**src/rtl/xirq_pkg.sv**
```systemverilog
package xirq_pkg;
  localparam int NSRC   = 3;
  localparam int SRC_RX = 0;
  localparam int SRC_TX = 1;
  localparam int SRC_LT = 2;
  localparam int BASE_W = 8;
  localparam int PAD_W  = 2;
  localparam int OFF_W  = 6;
  localparam int VEC_W  = BASE_W + PAD_W + OFF_W;

  typedef enum logic [1:0] {
    SEL_FULL  = 2'b00,
    SEL_AVAIL = 2'b01,
    SEL_RSVD  = 2'b10,
    SEL_START = 2'b11
  } rx_sel_e;

  // Offsets step by four per source in priority order.
  function automatic logic [OFF_W-1:0] src_offset(input int idx);
    return OFF_W'((idx + 1) * 4);
  endfunction
endpackage

```
**src/rtl/xirq_flag.sv**
```systemverilog
module xirq_flag (
  input  logic clk,
  input  logic rst_n,
  input  logic stat,
  input  logic gate,
  input  logic clr,
  input  logic force_set,
  input  logic force_clr,
  output logic q
);
  logic prev;
  logic rise;

  assign rise = stat & ~prev & gate;

  always_ff @(posedge clk or negedge rst_n) begin
    if (!rst_n) begin
      prev <= 1'b0;
      q    <= 1'b0;
    end else begin
      prev <= stat;
      if (force_clr)              q <= 1'b0;
      else if (force_set || rise) q <= 1'b1;
      else if (clr)               q <= 1'b0;
    end
  end

  // a set edge survives a same-cycle access clear
  a_r10_set_wins: assert property (@(posedge clk) disable iff (!rst_n)
    $past(rise && !force_clr) |-> q);
  // an access clear without a competing set drops the flag
  a_r4_clear_takes: assert property (@(posedge clk) disable iff (!rst_n)
    $past(clr && !rise && !force_set) |-> !q);
  // transceiver reset clears
  a_r7_force_clear: assert property (@(posedge clk) disable iff (!rst_n)
    $past(force_clr) |-> !q);
  // no set without an edge
  a_r11_edge_only: assert property (@(posedge clk) disable iff (!rst_n)
    ($past(!q) && $past(!rise) && $past(!force_set)) |-> !q);
endmodule

```
**src/rtl/xirq_rx_mux.sv**
```systemverilog
module xirq_rx_mux
  import xirq_pkg::*;
(
  input  logic       clk,
  input  logic       rst_n,
  input  logic [1:0] sel,
  input  logic       full_q,
  input  logic       avail_q,
  input  logic       err_q,
  input  logic       start_q,
  output logic       req
);
  rx_sel_e sel_e;
  assign sel_e = rx_sel_e'(sel);

  always_comb begin
    unique case (sel_e)
      SEL_FULL:  req = full_q | err_q;
      SEL_AVAIL: req = avail_q | err_q;
      SEL_START: req = start_q;
      default:   req = 1'b0;
    endcase
  end

  // reserved code never requests
  a_r3_reserved_quiet: assert property (@(posedge clk) disable iff (!rst_n)
    (sel == 2'b10) |-> !req);
  // error flag always reaches the request in codes 00 and 01
  a_r3_err_visible: assert property (@(posedge clk) disable iff (!rst_n)
    (err_q && !sel[1]) |-> req);
endmodule

```
**src/rtl/xirq_vec.sv**
```systemverilog
module xirq_vec
  import xirq_pkg::*;
(
  input  logic              clk,
  input  logic              rst_n,
  input  logic [NSRC-1:0]   pend,
  input  logic [BASE_W-1:0] base,
  output logic              irq,
  output logic [VEC_W-1:0]  vec
);
  logic [OFF_W-1:0] off;
  logic             any;

  always_comb begin
    any = 1'b0;
    off = '0;
    for (int i = NSRC - 1; i >= 0; i--) begin
      if (pend[i]) begin
        any = 1'b1;
        off = src_offset(i);
      end
    end
  end

  assign irq = any;
  assign vec = any ? {base, {PAD_W{1'b0}}, off} : '0;

  // highest-priority pending source owns the offset
  a_r1_rx_first: assert property (@(posedge clk) disable iff (!rst_n)
    pend[SRC_RX] |-> (vec[OFF_W-1:0] == 6'b000100));
  a_r1_tx_second: assert property (@(posedge clk) disable iff (!rst_n)
    (pend[SRC_TX] && !pend[SRC_RX]) |-> (vec[OFF_W-1:0] == 6'b001000));
  // idle vector is zero and the base sits on top when pending
  a_r2_idle_zero: assert property (@(posedge clk) disable iff (!rst_n)
    !irq |-> (vec == '0));
  a_r2_base_top: assert property (@(posedge clk) disable iff (!rst_n)
    irq |-> (vec[VEC_W-1 -: BASE_W] == base));
endmodule

```
**src/rtl/xcvr_irq_ctrl.sv**
```systemverilog
module xcvr_irq_ctrl
  import xirq_pkg::*;
(
  input  logic        clk,
  input  logic        rst_n,
  input  logic [1:0]  rx_sel,
  input  logic [7:0]  ibase,
  input  logic        addr_filter_en,
  input  logic        addr_match,
  input  logic        st_rx_full,
  input  logic        st_rx_avail,
  input  logic        st_rx_err,
  input  logic        st_rx_start,
  input  logic        st_tx_empty,
  input  logic        st_end_seq,
  input  logic        acc_rd_data,
  input  logic        acc_wr_data,
  input  logic        acc_rd_err,
  input  logic        acc_lta_w1c,
  input  logic        xcvr_rst,
  output logic        irq,
  output logic [15:0] vector,
  output logic        req_rx,
  output logic        req_tx,
  output logic        req_lta
);
  localparam int NRXF = 4;
  localparam int F_FULL = 0, F_AVAIL = 1, F_ERR = 2, F_START = 3;

  logic [NRXF-1:0] rx_stat, rx_clr, rx_q;
  logic            tx_q, lt_q, lt_gate;
  logic [NSRC-1:0] pend;

  assign rx_stat = {st_rx_start, st_rx_err, st_rx_avail, st_rx_full};
  assign rx_clr[F_FULL]  = acc_rd_data;
  assign rx_clr[F_AVAIL] = acc_rd_data;
  assign rx_clr[F_ERR]   = acc_rd_err;
  assign rx_clr[F_START] = acc_rd_data | acc_rd_err;

  for (genvar g = 0; g < NRXF; g++) begin : g_rxf
    xirq_flag u_flag (
      .clk(clk), .rst_n(rst_n), .stat(rx_stat[g]), .gate(1'b1),
      .clr(rx_clr[g]), .force_set(1'b0), .force_clr(xcvr_rst), .q(rx_q[g])
    );
  end

  xirq_flag u_tx (
    .clk(clk), .rst_n(rst_n), .stat(st_tx_empty), .gate(1'b1),
    .clr(acc_wr_data), .force_set(xcvr_rst), .force_clr(1'b0), .q(tx_q)
  );

  assign lt_gate = ~addr_filter_en | addr_match;

  xirq_flag u_lt (
    .clk(clk), .rst_n(rst_n), .stat(st_end_seq), .gate(lt_gate),
    .clr(acc_wr_data | acc_lta_w1c), .force_set(1'b0), .force_clr(xcvr_rst),
    .q(lt_q)
  );

  xirq_rx_mux u_mux (
    .clk(clk), .rst_n(rst_n), .sel(rx_sel),
    .full_q(rx_q[F_FULL]), .avail_q(rx_q[F_AVAIL]),
    .err_q(rx_q[F_ERR]), .start_q(rx_q[F_START]), .req(req_rx)
  );

  assign req_tx  = tx_q;
  assign req_lta = lt_q;
  assign pend[SRC_RX] = req_rx;
  assign pend[SRC_TX] = req_tx;
  assign pend[SRC_LT] = req_lta;

  xirq_vec u_vec (
    .clk(clk), .rst_n(rst_n), .pend(pend), .base(ibase),
    .irq(irq), .vec(vector)
  );

  // after a transceiver reset only the transmitter request remains
  a_r7_reset_state: assert property (@(posedge clk) disable iff (!rst_n)
    $past(xcvr_rst) |-> (!req_lta && req_tx && rx_q == '0));
  // filtered mode without a match cannot raise line turn-around
  a_r9_filter_gate: assert property (@(posedge clk) disable iff (!rst_n)
    ($past(!req_lta) && $past(addr_filter_en && !addr_match)) |-> !req_lta);
  // irq reflects any request
  a_r2_irq_any: assert property (@(posedge clk) disable iff (!rst_n)
    irq == (req_rx | req_tx | req_lta));
endmodule

```
**config.mk**
```make
export PLATFORM = sky130hd
export DESIGN_NAME = xcvr_irq_ctrl
export DESIGN_NICKNAME = d
export VERILOG_FILES = /design/src/rtl/xirq_pkg.sv /design/src/rtl/xirq_flag.sv /design/src/rtl/xirq_rx_mux.sv /design/src/rtl/xirq_vec.sv /design/src/rtl/xcvr_irq_ctrl.sv
export SDC_FILE = /design/constraint.sdc
export NUM_CORES = 1
export LEC_CHECK = 0
export CELL_PAD_IN_SITES_DETAIL_PLACEMENT = 0
export CELL_PAD_IN_SITES_GLOBAL_PLACEMENT = 1
export CORE_MARGIN = 5
export CORE_UTILIZATION = 23
export DETAILED_ROUTE_END_ITERATION = 16
export PLACE_DENSITY_LB_ADDON = 0.1
export SETUP_SLACK_MARGIN = 0.2
export SYNTH_ARGS = -nofsm -noshare
export SYNTH_HDL_FRONTEND = slang
export SYNTH_SLANG_ARGS = --single-unit
```
**constraint.sdc**
```tcl
create_clock -name clk -period 1.49 [get_ports clk]
set_input_delay 0.2235 -clock clk [delete_from_list [all_inputs] [get_ports clk]]
set_output_delay 0.2235 -clock clk [all_outputs]
set_load 0.05 [all_outputs]
```
==> key figures, run 1 <==
Clocking
  – Clock H-tree levels: 1
  – CTS clk-pin slew, worst paths: 80 ps
  – Clk sinks: 12
  – Bufs on Longest Clock Path: 2
  – CTS tree: built
  – Clk_lat worst skew: between 200 and 300 ps
  – Clock Root Buffer: clkbuf_4
  – TritonCTS Buffers: 3

Global routing
  – Global route total overflow: 0
  – Number of global-route vias before repair: between 600 and 700
  – Largest net degree at the start of global routing: 13
  – Global-route usage over all layers: roughly 8.6%
  – First-pass GRT wire length: ~2700 um
  – Initial antenna violation count: 0

Synth
  – Flops & latches, synth: 12
  – Syn Area/Cell: a little over 10 um^2
  – Syn. warnings: 0
  – Synthesized area: 624 um^2
  – Cell count after synthesis: between 60 and 70
  – Post-synthesis sequential area ratio: between 40 and 50%
  – Unique masters post-synth: 18

Placement
  – Dpl cell area: approximately 1100 um^2
  – Post-DP HPWL: 1330 um
  – Dpl cells: around 140
  – Setup WS pre-CTS: -508 ps
  – RD Place Congestion: about 0.72
  – IO Port Bufs: 38

Pwr
  – Leakage: approximately 0.54 nW
  – Pwr/cell area: 835 nW/um^2
  – Overall power: ~1 mW
  – Maximum vdd drop: ~470 uV

Route
  – DR WL/cell: 11.6 um
  – # DRC: 0
  – Post-route ant nets: 0
  – 1st-iter DRT viols: 18
  – Vias: 584
  – First drt pass iteration count: 4
  – Vias per inst: approximately 4.2
  – Final WL: 1620 um

Final layout
  – Register Area: 303 um^2
  – Layout Nets: 136
  – Most frequent cells in the layout: clkdlybuf4s50_1 (22), buf_4 (14), dfrtp_1 (10)
  – Most common cell after layout, fill and taps aside: clkdlybuf4s50_1
  – Layout cells sized above 1: between 30% and 40%
  – Multi-input combinational cell area: ~340 um^2
  – Ant diodes: 0
  – Fin area: ~1200 um^2
  – Post-Route Utilization: between 40% and 50%
  – Final std cells w/o fill: between 100 and 150
  – Synth-to-layout area growth: 91.2%
  – Fill cells: 250

Timing
  – Tcrit/Tclk final: 120%
  – Fin. Hold Viols: 0
  – Worst Hold Margin: roughly 250 ps
  – RSZ-0062 raised after global routing: true
  – TNS Setup: -2870 ps
  – Final worst slack: -296 ps
  – Setup violations, final: 12
  – Max-slew violations: 0
  – Skew final: roughly 1.4 ps
  – Fmax: ~560 MHz
  – Final min period: 1790 ps

Worst setup path
  – CP Max Fanout: 9
  – Reg2reg path depth: 3
  – RR Endpoint: u_tx.q
  – Crit path arrival time: ~1600 ps
  – Crit start category: flop
  – Reg-to-Reg Start: u_tx.q
  – Critical path class: flop to output pin
  – CP required: about 1300 ps
  – R2r setup slk: between 500 and 600 ps
  – Crit path capture type: output pin

Outcome
  – Outcome: finished with violations
  – Failing checks: setup timing

Floorplanning
  – Die area: 3860 um^2
  – Initial Util: 24.5%
  – I/O pins: 45
  – # rows: 18
  – Core Region: between 2000 and 3000 um^2
  – Die Span X: approximately 62 um
  – Chip height: between 60 and 70 um

Run
  – Max Cap Viol: 0

Min path
  – Min-delay worst type: input port to asynchronous set/reset pin
-- cell type report --
class	instances	area share, %
timing repair buffer	46	39.5
multi-input combinational	46	28.3
sequential	12	25.4
tap	30	3.14
clock buffer	4	3.04
inverter	2	0.629
-- logic make-up after synthesis --
group	after synthesis	share of synthesized area [%]
simple gates	21	17.8
compound gates	18	22.4
flops	12	48.1
buf+inv	9	9.22
mux	1	1.80
other cells	1	0.601
-- Yosys cell counts --
| master | n | area, um^2 |
|---|---|---|
| conb_1 | 1 | 3.75 |
| a21boi_0 | 8 | 60.1 |
| nand2_1 | 4 | 15.0 |
| o21ai_0 | 1 | 5.00 |
| nor2_1 | 4 | 15.0 |
| dfrtp_1 | 12 | 300 |
| a2111oi_4 | 1 | 27.5 |
| inv_1 | 2 | 7.51 |
| nand2b_1 | 8 | 50.1 |
| buf_4 | 6 | 45.0 |
| nand3_1 | 1 | 5.00 |
| a21oi_1 | 6 | 30.0 |
| mux2_2 | 1 | 11.3 |
| buf_2 | 1 | 5.00 |
| o21bai_1 | 1 | 7.51 |
| nand3b_1 | 1 | 7.51 |
| o211a_1 | 1 | 10.0 |
| nor2b_1 | 3 | 18.8 |
-- sequential cells by signal (all words and copies together) (netlist names) --
name	cells
u_tx.q	1
u_lt.prev	1
u_tx.prev	1
g_rxf.u_flag.q	4
g_rxf.u_flag.prev	4
u_lt.q	1
-- repair_timing --
action                                 in CTS  in global routing
pin swaps                                   1                  0
hold buffers                                0                  0
setup endpoints to repair                  12                 12
gates resized for setup                    11                  0
endpoints found under the hold margin       0                  0
buffers inserted                            1                  0
-- where the power goes --
| group | switching (mW) | internal [mW] | total [mW] |
|---|---|---|---|
| Combinational | 0.217 | 0.169 | 0.387 |
| Clock | 0.109 | 0.148 | 0.257 |
| Sequential | 0.0102 | 0.342 | 0.353 |
-- how the worst max path moves through the flow --
stage,startpoint,end,slack [ps],depth (start not counted)
4_1_cts,g_rxf[2].u_flag.q,vector[12],-320,5
2_1_floorplan,u_tx.q,vector[10],-220,2
6_report,g_rxf[2].u_flag.q,vector[9],-300,5
3_5_place_dp,rx_sel[1],vector[12],-510,6
5_1_grt,g_rxf[2].u_flag.q,vector[12],-380,5
3_3_place_gp,rx_sel[1],vector[14],-460,6
-- critical path: stages, from the launching register on --
cell,delay (ps)
dfrtp_1,390
nor2b_4,130
a2111oi_4,330
buf_6,190
a21boi_1,70
buf_4,190
-- metal layers --
layer	track usage (%)	wire, um
met1	9.47	697
met2	14.2	743
met3	3.78	162
met4	3.25	16
met5	0	0
Power figures use the tool's default switching activity.
==> run 2: changes to the inputs <==
--- a/config.mk
+++ b/config.mk
@@ -5,6 +5,7 @@
 export SDC_FILE = /design/constraint.sdc
 export NUM_CORES = 1
 export LEC_CHECK = 0
+export CAP_MARGIN = 15
 export CELL_PAD_IN_SITES_DETAIL_PLACEMENT = 0
 export CELL_PAD_IN_SITES_GLOBAL_PLACEMENT = 1
 export CORE_MARGIN = 5
@@ -14,4 +15,5 @@
 export SETUP_SLACK_MARGIN = 0.2
 export SYNTH_ARGS = -nofsm -noshare
 export SYNTH_HDL_FRONTEND = slang
+export SYNTH_HIERARCHICAL = 1
 export SYNTH_SLANG_ARGS = --single-unit
==> run 2 against run 1 <==
  * Clock power decreased by 26%
  * Register-to-register slack improved by 60 ps
  * Core utilization decreased by 0.23 points
  * Sequential share of layout area decreased by 1.6 points
  * Via count increased by 2.2%
  * Clock skew increased by 1.2 ps
  * The run still ends with setup timing left
  * Combinational power increased by 21%
  * Cell area increased by 6.0%
==> key figures, run 2 <==
Outcome
  – Outcome: finished with violations
  – Failing checks: setup timing

Placement
  – IO Port Bufs: 38 (unchanged)
  – Dpl cell area: 1190 um^2 (+6.0%)
  – Post-DP HPWL: 1400 um (+5.2%)
  – Setup WS pre-CTS: -400 ps (+108 ps)
  – RD Place Congestion: 0.722 (about the same)
  – Dpl cells: 151 (+12%)

Final layout
  – Final std cells w/o fill: 154 (+10%)
  – Register Area: 300 um^2 (-0.83%)
  – Ant diodes: 0 (unchanged)
  – Synth-to-layout area growth: 97.8%
  – Post-Route Utilization: 46.7% (-0.23 points)
  – Fill cells: 268 (+7.2%)
  – Largest registers: g_rxf.u_flag/prev (4), g_rxf.u_flag/q (4)
  – Layout cells sized above 1: 31.7% (-1.9 points)
  – Most common cell after layout, fill and taps aside: clkdlybuf4s50_1
  – Layout Nets: 150 (+10%)
  – Most frequent cells in the layout: clkdlybuf4s50_1 (22), conb_1 (17), dfrtp_1 (12)
  – Fin area: 1260 um^2 (+6.0%)
  – Multi-input combinational cell area: 370 um^2 (+9.6%)

Synth
  – Post-synthesis sequential area ratio: 47.0% (-1.1 points)
  – Yosys top cell by area: dfrtp_1
  – Top post-synthesis cells by area: dfrtp_1 (47%), nor2b_1 (7.8%), buf_4 (7.0%)
  – Top-count cell post-synth: dfrtp_1
  – Main synth FF type: dfrtp_1
  – Post-synth ARST share: 100% (unchanged)
  – Flops & latches, synth: 12 (unchanged)
  – Unique masters post-synth: 15 (-3)
  – Cell count after synthesis: 66 (+6.5%)
  – Syn. warnings: 6 (+6)
  – Synthesized area: 639 um^2 (+2.4%)
  – Top cells by count, synth: dfrtp_1 (12), inv_1 (8), nor2b_1 (8), nand2b_1 (7)
  – Syn Area/Cell: 9.69 um^2 (-3.8%)
  – Share of the synthesized area in the top cell type: 47.0% (-1.1 points)
  – Number of synthesized flops with an enable pin: 0 (unchanged)

Route
  – 1st-iter DRT viols: 4 (-14)
  – Post-route ant nets: 0 (unchanged)
  – First drt pass iteration count: 3 (-1)
  – Final WL: 1670 um (+3.3%)
  – DR WL/cell: 10.9 um (-6.1%)
  – Vias per inst: 3.88 (-7.1%)
  – Vias: 597 (+2.2%)
  – # DRC: 0 (unchanged)

Clocking
  – Bufs on Longest Clock Path: 2 (unchanged)
  – Post-CTS sizing: 17 (+6)
  – CTS hold repair buffers: 0 (unchanged)
  – TritonCTS Buffers: 3 (unchanged)
  – Clock H-tree levels: 1 (unchanged)
  – CTS tree: built
  – Clk_lat worst skew: 260 ps (about the same)
  – Clock Root Buffer: clkbuf_4
  – Setup Buffers After CTS: 0 (-1)
  – Clk sinks: 12 (unchanged)
  – CTS clk-pin slew, worst paths: 70 ps (about the same)

Min path
  – Min-delay worst type: input port to asynchronous set/reset pin

Global routing
  – Global route total overflow: 0 (unchanged)
  – First-pass GRT wire length: 2880 um (+6.4%)
  – Largest net degree at the start of global routing: 13 (unchanged)
  – Number of global-route vias before repair: 622 (+2.6%)
  – Initial antenna violation count: 0 (unchanged)
  – Global-route usage over all layers: 9.05% (+0.50 points)

Worst setup path
  – Crit path capture type: output pin
  – Crit start category: flop
  – R2r setup slk: 610 ps (+60 ps)
  – RR Endpoint: u_lt/q
  – Slowest-stage cell, CP: dfrtp_1
  – Reg-to-Reg Start: u_lt/q
  – CP required: 1270 ps (about the same)
  – Critical path class: flop to output pin
  – Reg2reg path depth: 3 (unchanged)
  – CP Max Fanout: 9 (unchanged)
  – Crit path top cell by count: nor3_4
  – Max incr delay on CP: 410 ps (+20 ps)
  – Ordered cell list for the critical path: nor4b_4 > nor3_4 > nor3_4 > buf_12 > nor2b_2 > buf_6
  – Crit path arrival time: 1560 ps (about the same)

Timing
  – Tcrit/Tclk final: 120% (about the same)
  – Fin. Hold Viols: 0 (unchanged)
  – Skew final: 2.53 ps (+1.17 ps)
  – Fmax: 560 MHz (about the same)
  – Setup violations, final: 12 (unchanged)
  – Worst Hold Margin: 258 ps (+7.03 ps)
  – RSZ-0062 raised after global routing: true
  – Max-slew violations: 0 (unchanged)
  – Final min period: 1790 ps (-0.0840 ps)
  – TNS Setup: -3390 ps (-524 ps)
  – Final worst slack: -296 ps (+0.0840 ps)

Floorplanning
  – I/O pins: 45 (unchanged)
  – Die Span X: 62.7 um (+1.0%)
  – Initial Util: 23.6% (-0.94 points)
  – # rows: 19 (+1)
  – Die area: 3930 um^2 (+2.0%)
  – Core Region: 2710 um^2 (+6.5%)
  – Chip height: 62.7 um (+1.0%)

Pwr
  – Leakage: 0.557 nW (+2.1%)
  – Maximum vdd drop: 533 uV (+15%)
  – Overall power: 1.02 mW (+2.4%)
  – Pwr/cell area: 807 nW/um^2 (-3.4%)

Run
  – Max Cap Viol: 0 (unchanged)
==> run 2: kinds of logic after synthesis <==
logic type / synth area share [%]
AO/OA/AOI/OAI: 8.22
buffers and inverters: 11.7
flip-flops: 47.0
other: 1.76
AND/OR/NAND/NOR: 31.3
==> run 2: cell type report <==
cell class / instances / area share (%)
clock buffer: 3 / 1.78
inverter: 8 / 2.37
multi-input combinational: 54 / 29.3
sequential: 12 / 23.7
tap: 31 / 3.07
timing repair buffer: 46 / 39.8
==> run 2: critical path: cells and delay by family, from the launching register on <==
kind,cells,cell delay [ps]
buf+inv,2,300
flops,1,410
simple gates,4,580
==> run 2: report_power, final <==
part           switching, mW  leakage (nW)  internal [mW]  total (mW)
clock network         0.0979        0.0138         0.0932       0.191
registers             0.0141         0.145          0.345       0.359
logic                  0.257         0.397          0.213       0.470
total                  0.369         0.557          0.651        1.02
==> run 2: how the worst max path moves through the flow <==
stage / slack, ps / from / endpoint / depth (start not counted)
5_1_grt: -400 / g_rxf[1].u_flag/q / vector[14] / 6
3_3_place_gp: -380 / rx_sel[0] / vector[10] / 7
2_1_floorplan: -370 / g_rxf[2].u_flag/q / vector[10] / 4
6_report: -300 / g_rxf[1].u_flag/q / vector[8] / 6
3_5_place_dp: -400 / rx_sel[1] / vector[8] / 7
4_1_cts: -330 / g_rxf[1].u_flag/q / vector[8] / 6
==> run 2: per-layer routing <==
metal  share of wire, %  GRT usage (%)  vias to the layer above
met5                  0              0                        -
met4                1.2           4.77                        0
met2                 47           13.9                       29
met3                8.4           3.06                        2
li1                   -              -                      307
met1                 44           11.1                      259
==> run 3: changes to the inputs <==
--- a/config.mk
+++ b/config.mk
@@ -5,6 +5,7 @@
 export SDC_FILE = /design/constraint.sdc
 export NUM_CORES = 1
 export LEC_CHECK = 0
+export ABC_CLOCK_PERIOD_IN_PS = 1490
 export CAP_MARGIN = 15
 export CELL_PAD_IN_SITES_DETAIL_PLACEMENT = 0
 export CELL_PAD_IN_SITES_GLOBAL_PLACEMENT = 1
@@ -12,7 +13,9 @@
 export CORE_UTILIZATION = 23
 export DETAILED_ROUTE_END_ITERATION = 16
 export PLACE_DENSITY_LB_ADDON = 0.1
+export REMOVE_ABC_BUFFERS = 1
 export SETUP_SLACK_MARGIN = 0.2
+export SLEW_MARGIN = 40
 export SYNTH_ARGS = -nofsm -noshare
 export SYNTH_HDL_FRONTEND = slang
 export SYNTH_HIERARCHICAL = 1
==> run 3 against run 2 <==
  * The flow still finishes with violations (setup timing)
  * Largest cell class unchanged
  * First-iteration DRC count grew to 3.3 times the previous value
  * Highest routed layer unchanged
  * Critical endpoint is now vector[11]
  * Core utilization is 2.7 points higher
  * Critical path type unchanged
  * Clock skew is 2.3 ps lower
  * Count of clock-buffer cells in the layout stayed put
==> key figures, run 3 (synthesis gave the netlist of run 2 again) <==
Route
  – Met2 wire len: 822 um (+5.2%)
  – Vias: 604 (+1.2%)
  – DR WL/cell: 11.5 um (+5.7%)
  – 1st-iter DRT viols: 13 (+9)
  – Vias per inst: 3.92 (+1.2%)
  – Highest routed layer: met4
  – # DRC: 0 (unchanged)
  – Post-route ant nets: 0 (unchanged)
  – Final WL: 1770 um (+5.7%)
  – First drt pass iteration count: 4 (+1)
  – Met1 WL: 765 um (+4.8%)
  – Met3 routed WL: 162 um (+16%)

Worst setup path
  – CP required: 1270 ps (about the same)
  – Ordered cell list for the critical path: nor4b_4 > nor3_4 > nor3_4 > nor2b_1 > buf_12
  – Reg-to-Reg Start: u_tx/q
  – Reg2reg path depth: 3 (unchanged)
  – Max incr delay on CP: 420 ps (about the same)
  – Crit path arrival time: 1630 ps (+70 ps)
  – R2r setup slk: 540 ps (-70 ps)
  – CP Max Fanout: 5 (-4)
  – Crit path capture type: output pin
  – RR Endpoint: u_tx/q
  – Crit path top cell by count: nor3_4
  – Critical path class: flop to output pin
  – Crit start category: flop
  – Slowest-stage cell, CP: dfrtp_1

Placement
  – Setup WS pre-CTS: -507 ps (-106 ps)
  – RD Place Congestion: 0.643 (-11%)
  – IO Port Bufs: 38 (unchanged)
  – Post-DP HPWL: 1420 um (+1.5%)

Clocking
  – CTS clk-pin slew, worst paths: 70 ps (about the same)
  – Clock H-tree levels: 1 (unchanged)
  – Clk_lat worst skew: 270 ps (about the same)
  – Clock Root Buffer: clkbuf_4
  – Bufs on Longest Clock Path: 2 (unchanged)
  – CTS tree: built
  – Clk sinks: 12 (unchanged)
  – CTS hold repair buffers: 0 (unchanged)
  – TritonCTS Buffers: 3 (unchanged)

Global routing
  – Global route total overflow: 0 (unchanged)
  – First-pass GRT wire length: 3050 um (+5.7%)
  – Number of global-route vias before repair: 637 (+2.4%)
  – Global-route usage over all layers: 9.63% (+0.58 points)
  – Largest net degree at the start of global routing: 13 (unchanged)
  – Initial antenna violation count: 0 (unchanged)

Pwr
  – Pwr/cell area: 801 nW/um^2 (-0.74%)
  – Leakage: 0.579 nW (+3.9%)
  – Maximum vdd drop: 446 uV (-16%)

Run
  – Max Cap Viol: 0 (unchanged)

Timing
  – Fmax: 538 MHz (-3.8%)
  – Final worst slack: -367 ps (-71.0 ps)
  – Max-slew violations: 0 (unchanged)
  – TNS Setup: -3780 ps (-388 ps)
  – Setup violations, final: 12 (unchanged)
  – Skew final: 0.224 ps (-2.30 ps)
  – Final min period: 1860 ps (+71.0 ps)
  – Worst Hold Margin: 249 ps (-9.57 ps)
  – RSZ-0062 raised after global routing: true
  – Tcrit/Tclk final: 125% (+4.8 points)
  – Fin. Hold Viols: 0 (unchanged)

Floorplanning
  – Initial Util: 23.6% (unchanged)
  – I/O pins: 45 (unchanged)
  – # rows: 19 (unchanged)
  – Core Region: 2710 um^2 (unchanged)
  – Chip height: 62.7 um (unchanged)
  – Die area: 3930 um^2 (unchanged)
  – Die Span X: 62.7 um (unchanged)

Outcome
  – Outcome: finished with violations
  – Failing checks: setup timing

Final layout
  – Most frequent cells in the layout: clkdlybuf4s50_1 (22), conb_1 (17), buf_12 (13)
  – Layout Nets: 150 (unchanged)
  – Largest registers: g_rxf.u_flag/prev (4), g_rxf.u_flag/q (4)
  – Synth-to-layout area growth: 109%
  – Fill cells: 260 (-3.0%)
  – Ant diodes: 0 (unchanged)
  – Layout cells sized above 1: 30.1% (-1.6 points)
  – Multi-input combinational cell area: 375 um^2 (+1.4%)
  – Most common cell after layout, fill and taps aside: clkdlybuf4s50_1
  – Register Area: 303 um^2 (+0.83%)

Min path
  – Min-delay worst type: input port to asynchronous set/reset pin
-- run 3: changes by cell type in the layout (fill, tap and decap cells not counted), sizes merged --
cell,change
nor3,+1
buf,-1
-- run 3: timing repair --
action                                  in CTS  in global routing
resized for setup                            6                 13
cloned                                       1                  0
setup buffers                                0                  1
endpoints found under the setup margin      12                 14
pin swaps                                    2                  2
-- run 3: routing by layer --
metal | global-route usage [%] | vias to the layer above
li1 | - | 309
met4 | 4.77 | 0
met5 | 0 | -
met2 | 13.6 | 29
met1 | 12.6 | 264
met3 | 3.78 | 2
-- run 3: layout make-up --
class	count	share of cell area, %
repair buffers	45	42.5
clock buffers	3	1.68
multi-input cells	55	28.0
well taps	31	2.90
inverters	8	2.24
flip-flops and latches	12	22.6
-- run 3: power by group --
part           total, mW  internal, mW  leakage, nW  switching (mW)
logic              0.514         0.247        0.422           0.267
registers          0.363         0.345        0.143          0.0173
clock network      0.195        0.0934       0.0138           0.101
-- run 3: how the worst max path moves through the flow --
stage / startpoint / endpoint
CTS: g_rxf[1].u_flag/q / vector[11]
floorplan: g_rxf[3].u_flag/q / vector[10]
global placement: rx_sel[1] / vector[10]
global route: g_rxf[1].u_flag/q / vector[13]
detailed placement: rx_sel[1] / vector[9]
finish: g_rxf[1].u_flag/q / vector[11]
-- run 3: per-stage QoR --
stage	total power, mW	util [%]	instances	instance area [um^2]
after global placement	0.845	45.7	149	1240
after CTS	1.05	47.4	153	1280
final	1.07	49.4	154	1340
after detailed placement	0.847	45.7	149	1240
after global routing	1.13	49.4	154	1340
after floorplan	0.587	-	74	647
-- run 3: critical path, delay by kind of cell, from the launching register on --
| family | cells | cell delay, ps |
|---|---|---|
| DFF | 1 | 420 |
| and+or+nand+nor | 4 | 790 |
| buffers and inverters | 1 | 160 |
